## config.mk

```make
export PLATFORM = sky130hd
export DESIGN_NAME = pwmv_bcast_loader
export DESIGN_NICKNAME = d
export VERILOG_FILES = /design/src/rtl/pwmv_pkg.sv /design/src/rtl/pwmv_mode_reg.sv /design/src/rtl/pwmv_target_decode.sv /design/src/rtl/pwmv_value_bank.sv /design/src/rtl/pwmv_bcast_loader.sv
export SDC_FILE = /design/constraint.sdc
export NUM_CORES = 1
export LEC_CHECK = 0
export CORE_MARGIN = 2
export CORE_UTILIZATION = 58
export DETAILED_ROUTE_END_ITERATION = 8
export DONT_BUFFER_PORTS = 1
export HOLD_SLACK_MARGIN = 0.02
export PLACE_DENSITY = 0.76
export SYNTH_ARGS = -nofsm -noshare
export SYNTH_HDL_FRONTEND = slang
export SYNTH_SLANG_ARGS = --single-unit
```

## constraint.sdc

```tcl
create_clock -name clk -period 2 [get_ports clk]
set_clock_uncertainty 0.05 [all_clocks]
set_input_delay 0 -clock clk [delete_from_list [all_inputs] [get_ports clk]]
set_output_delay 0 -clock clk [all_outputs]
set_load 0.05 [all_outputs]
```

## src/rtl/pwmv_pkg.sv

```systemverilog
package pwmv_pkg;
  typedef enum logic [1:0] {
    LM_INDEP = 2'b00,
    LM_ALL   = 2'b01,
    LM_LOW   = 2'b10,
    LM_RSV   = 2'b11
  } load_mode_e;
endpackage

```

## src/rtl/pwmv_mode_reg.sv

```systemverilog
module pwmv_mode_reg
  import pwmv_pkg::*;
(
  input  logic       clk,
  input  logic       rst_n,
  input  logic       cfg_we,
  input  logic [1:0] cfg_mode,
  input  logic       enh_en,
  output load_mode_e mode_q
);
  // update gated by enhanced access
  always_ff @(posedge clk or negedge rst_n) begin
    if (!rst_n) begin
      mode_q <= LM_INDEP;
    end else if (cfg_we && enh_en) begin
      mode_q <= load_mode_e'(cfg_mode);
    end
  end
endmodule

```

## src/rtl/pwmv_target_decode.sv

```systemverilog
module pwmv_target_decode
  import pwmv_pkg::*;
#(
  parameter int NUM    = 6,
  parameter int AW     = 3,
  parameter int LOW_HI = 3
) (
  input  logic          fire,
  input  logic [AW-1:0] addr,
  input  load_mode_e    mode,
  output logic [NUM-1:0] we_mask
);
  logic to_zero;
  assign to_zero = (addr == '0);

  for (genvar i = 0; i < NUM; i++) begin : g_dec
    localparam logic [AW-1:0] IDX = AW'(i);
    logic direct, bcast;
    assign direct = (addr == IDX);
    if (i == 0) begin : g_base
      assign bcast = 1'b0;
    end else if (i <= LOW_HI) begin : g_low
      assign bcast = to_zero && ((mode == LM_ALL) || (mode == LM_LOW));
    end else begin : g_high
      assign bcast = to_zero && (mode == LM_ALL);
    end
    assign we_mask[i] = fire && (direct || bcast);
  end
endmodule

```

## src/rtl/pwmv_value_bank.sv

```systemverilog
module pwmv_value_bank #(
  parameter int NUM = 6,
  parameter int DW  = 16,
  parameter int AW  = 3
) (
  input  logic              clk,
  input  logic              rst_n,
  input  logic [NUM-1:0]    we_mask,
  input  logic [DW-1:0]     wdata,
  input  logic [AW-1:0]     rd_addr,
  output logic [DW-1:0]     rd_data,
  output logic [NUM*DW-1:0] vals
);
  logic [DW-1:0] regs [NUM];

  for (genvar i = 0; i < NUM; i++) begin : g_reg
    always_ff @(posedge clk or negedge rst_n) begin
      if (!rst_n) begin
        regs[i] <= '0;
      end else if (we_mask[i]) begin
        regs[i] <= wdata;
      end
    end
    assign vals[i*DW +: DW] = regs[i];
  end

  always_comb begin
    rd_data = '0;
    for (int i = 0; i < NUM; i++) begin
      if (rd_addr == AW'(i)) rd_data = regs[i];
    end
  end
endmodule

```

## src/rtl/pwmv_bcast_loader.sv

```systemverilog
module pwmv_bcast_loader
  import pwmv_pkg::*;
#(
  parameter int NUM    = 6,
  parameter int DW     = 16,
  parameter int LOW_HI = 3,
  localparam int AW    = $clog2(NUM + 1)
) (
  input  logic              clk,
  input  logic              rst_n,
  input  logic              wr_valid,
  output logic              wr_ready,
  input  logic [AW-1:0]     wr_addr,
  input  logic [DW-1:0]     wr_data,
  input  logic              cfg_we,
  input  logic [1:0]        cfg_mode,
  input  logic              enh_en,
  input  logic [AW-1:0]     rd_addr,
  output logic [DW-1:0]     rd_data,
  output logic [NUM*DW-1:0] duty_vals
);
  load_mode_e     mode_q;
  logic [NUM-1:0] we_mask;

  assign wr_ready = 1'b1;

  pwmv_mode_reg u_mode (
    .clk(clk), .rst_n(rst_n), .cfg_we(cfg_we),
    .cfg_mode(cfg_mode), .enh_en(enh_en), .mode_q(mode_q)
  );

  pwmv_target_decode #(.NUM(NUM), .AW(AW), .LOW_HI(LOW_HI)) u_dec (
    .fire(wr_valid && wr_ready), .addr(wr_addr), .mode(mode_q), .we_mask(we_mask)
  );

  pwmv_value_bank #(.NUM(NUM), .DW(DW), .AW(AW)) u_bank (
    .clk(clk), .rst_n(rst_n), .we_mask(we_mask), .wdata(wr_data),
    .rd_addr(rd_addr), .rd_data(rd_data), .vals(duty_vals)
  );
endmodule

```

==> metrics.md <==
| Metric | Value |
|---|---|
| Status | `finished with violations` |
| Failing checks | `negative hold slack` |
| Post-route insts no fill | `618` |
| Max Root-Sink Buffers | `2` |
| M1 GR Usage | `39.4%` |
| Power Total | `8.10 mW` |
| TritonCTS clock tree | `built` |
| Synth warn | `0` |
| Syn_nets | `461` |
| Slew Viols, Final | `0` |
| Total length of routed wires | `14.7 mm` |
| Setup Crit Path Kind | `reg2out` |
| GRT Total Usage | `between 30% and 40%` |
| Worst slew pin tran | `~0.79 ns` |
| Peak VDD IR | `0.637 mV` |
| Grt total ovfl | `0` |
| Core Area | `a little under 9000 um^2` |
| Dpl cells | `576` |
| Hold buffer count at cts | `27` |
| Period minus WS final | `roughly 1.9 ns` |
| Final setup viols | `0` |
| Most Used Layer, Global Route | `met2` |
| Largest net degree at the start of global routing | `99` |
| Tightest Hold Check Type | `in2async` |
| Post-synthesis sequential area ratio | `47.0%` |
| Synth unique cells | `30` |
| Skew-Pair Late Insertion Delay | `between 0.3 and 0.4 ns` |
| Met3 Usage GRT | `6.67%` |
| Final period utilization | `93.2%` |
| Syn Area/Cell | `12.1 um^2` |
| Avg WL per Cell | `23.8 um` |
| Slew margin rel. | `47.0%` |
| Worst setup SP type | `register` |
| Worst EP required | `1.95 ns` |
| Total die area | `about 9800 um^2` |
| Initial Util | `59.8%` |
| Clock transition at path regs | `0.10 ns` |
| Drc violations | `0` |
| Post-Syn Area | `5210 um^2` |
| ANT cells | `0` |
| First-pass DRT Iterations | `6` |
| Filler instances | `592` |
| Crit path DAT | `1.81 ns` |
| Port Buffers | `0` |
| Layout cell share with drive strength beyond 1 | `39.8%` |
| Placed cell area | `5850 um^2` |
| GP Congestion | `0.747` |
| CP Capture Type | `primary output` |
| CTS Buf Count | `9` |
| H-tree levels | `3` |
| Final hold vios | `98` |
| Fmax | `~540 MHz` |
| Root Driver | `clkbuf_8` |
| Final #Nets | `536` |
| CTS Sinks | `between 90 and 100` |
| Layout area overhead | `21.6%` |
| MaxCap Viol Count | `0` |
| Iter 0 DRT Violations | `around 180` |
| Register bit count reported by yosys | `98` |
| Multi-input gate area | `between 2000 and 3000 um^2` |
| Hold slack | `-0.730 ns` |
| Reg area | `2450 um^2` |
| Die Ht | `98.8 um` |
| Met2 GRT Util | `between 40% and 50%` |
| Vias per Instance | `6.67` |
| First-pass GRT wire length | `23.2 mm` |
| RSZ-0062 raised after global routing | `no` |
| Post-route ant nets | `0` |
| Die outline width | `98.8 um` |
| Hpwl dp | `9.10 mm` |
| Rows | `34` |
| Largest fanout on the critical path | `3` |
| Syn Inst Count | `431` |
| Ports | `142` |
| Vias in the first global route | `4343` |
| Initial antenna violation count | `0` |
| Setup_tns | `0 ns` |
| Final instance area | `around 6300 um^2` |
| LEAKAGE | `2.75 nW` |
| Pwr Density | `1280 nW/um^2` |
| Vias after detailed routing | `approximately 4100` |
-- worst max-delay path, cell delays in order, from the launching register on --
cell and delay (ns):
dfrtp_1 0.59, mux4_2 0.53, nand2_1 0.09, o31ai_2 0.06, buf_4 0.19
-- timing repair --
item / 4_1_cts / 5_1_grt
gates resized for setup: 0 / 0
endpoints found under the setup margin: 0 / 0
endpoints found under the hold margin: 196 / 98
setup buffers: 0 / 0
-- per-stage QoR --
step | worst slack, ns | util, %
floorplan | -0.196 | -
global placement | 0.271 | 67.1
detailed placement | 0.192 | 67.1
CTS | 0.102 | 72.7
global route | 0.0546 | 72.7
finish | 0.137 | 72.7
-- state kept, by name, summed over array words and instances, names as in the netlist --
signal         cells
u_bank.vals       96
u_mode.mode_q      2
-- placed cells by master (no fill, tap or decap), types with 2 or more instances in the layout --
| cell type | netlist | final |
|---|---|---|
| nor4bb_1 | 32 | 32 |
| nand2b_1 | 2 | 2 |
| buf_12 | 0 | 3 |
| inv_1 | 3 | 3 |
| a221oi_2 | 0 | 10 |
| o21ai_1 | 2 | 2 |
| nor3_4 | 0 | 2 |
| nor2_1 | 33 | 32 |
| buf_4 | 1 | 77 |
| o221a_1 | 10 | 10 |
| o21ai_0 | 31 | 31 |
| dlygate4sd3_1 | 0 | 24 |
| clkbuf_8 | 0 | 9 |
| mux2_2 | 66 | 66 |
| o221a_2 | 22 | 22 |
| dfrtp_1 | 98 | 98 |
| nor2b_1 | 2 | 2 |
| o21a_1 | 15 | 15 |
| a221oi_1 | 15 | 5 |
| nand2_1 | 2 | 2 |
| clkinvlp_4 | 0 | 2 |
| mux2i_1 | 46 | 46 |
-- routing by layer --
layer,vias to the layer above,part of all wire (%)
met5,-,0
met4,0,2.8
met3,37,8.0
met2,202,49
met1,2082,41
li1,1804,-
-- final timing paths --
kind	start	cells past startpoint	end	slack, ns
setup / recovery	u_bank.vals[13]	4	rd_data[13]	0.14
hold / removal	rst_n	0	u_bank.vals[28]	-0.73
min in group clk	wr_addr[0]	3	u_bank.vals[56]	0.01
hold reg to reg	u_bank.vals[95]	1	u_bank.vals[95]	0.55
setup reg to reg	u_mode.mode_q[0]	5	u_bank.vals[27]	0.17
max in group asynchronous	rst_n	0	u_bank.vals[88]	2.46
-- where the power goes --
group / internal, mW / switching [mW] / total [mW]
logic: 1.16 / 1.79 / 2.95
registers: 2.47 / 1.40 / 3.87
clock network: 0.576 / 0.709 / 1.29
total: 4.20 / 3.90 / 8.10
-- cell type report --
class	count	share of cell area, %
Inverter	3	0.178
Sequential cell	98	38.7
Timing Repair Buffer	104	13.8
Clock inverter	6	1.07
Tap cell	108	2.13
Clock buffer	9	1.95
Multi-Input combinational cell	290	42.2
-- cell usage after synthesis --
cell,number,area [um^2]
nand2b_1,2,12.5
nand2_1,2,7.51
o211a_1,1,10.0
mux2_2,66,743
nor3_2,2,20.0
a21oi_1,1,5.00
a221oi_1,15,131
o221a_1,10,113
ha_1,1,12.5
buf_1,1,3.75
o21ai_0,31,155
nor2_1,33,124
a211oi_2,1,12.5
nand2_2,1,6.26
buf_2,13,65.1
dfrtp_1,98,2450
nor4b_4,1,23.8
o21ai_1,2,10.0
o221a_2,22,248
o31ai_1,1,7.51
clkbuf_1,25,93.8
nor4bb_1,32,320
conb_1,1,3.75
mux2i_1,46,460
nor2b_1,2,12.5
inv_1,3,11.3
buf_4,1,7.51
mux4_2,1,22.5
or2_2,1,6.26
o21a_1,15,113
-- cell families (layout without fill, tap and decap cells) --
kind of cell    after synthesis  count (layout)  share of synthesized area, %
flops                        98              98                          47.0
buf+inv                      43             122                          3.48
compound gates               99              99                          15.4
simple gates                 76              76                          10.2
fa+ha+maj                     1               1                         0.240
mux                         113             113                          23.5
other cells                   1               1                        0.0719
(Power assumes the default switching activity.)
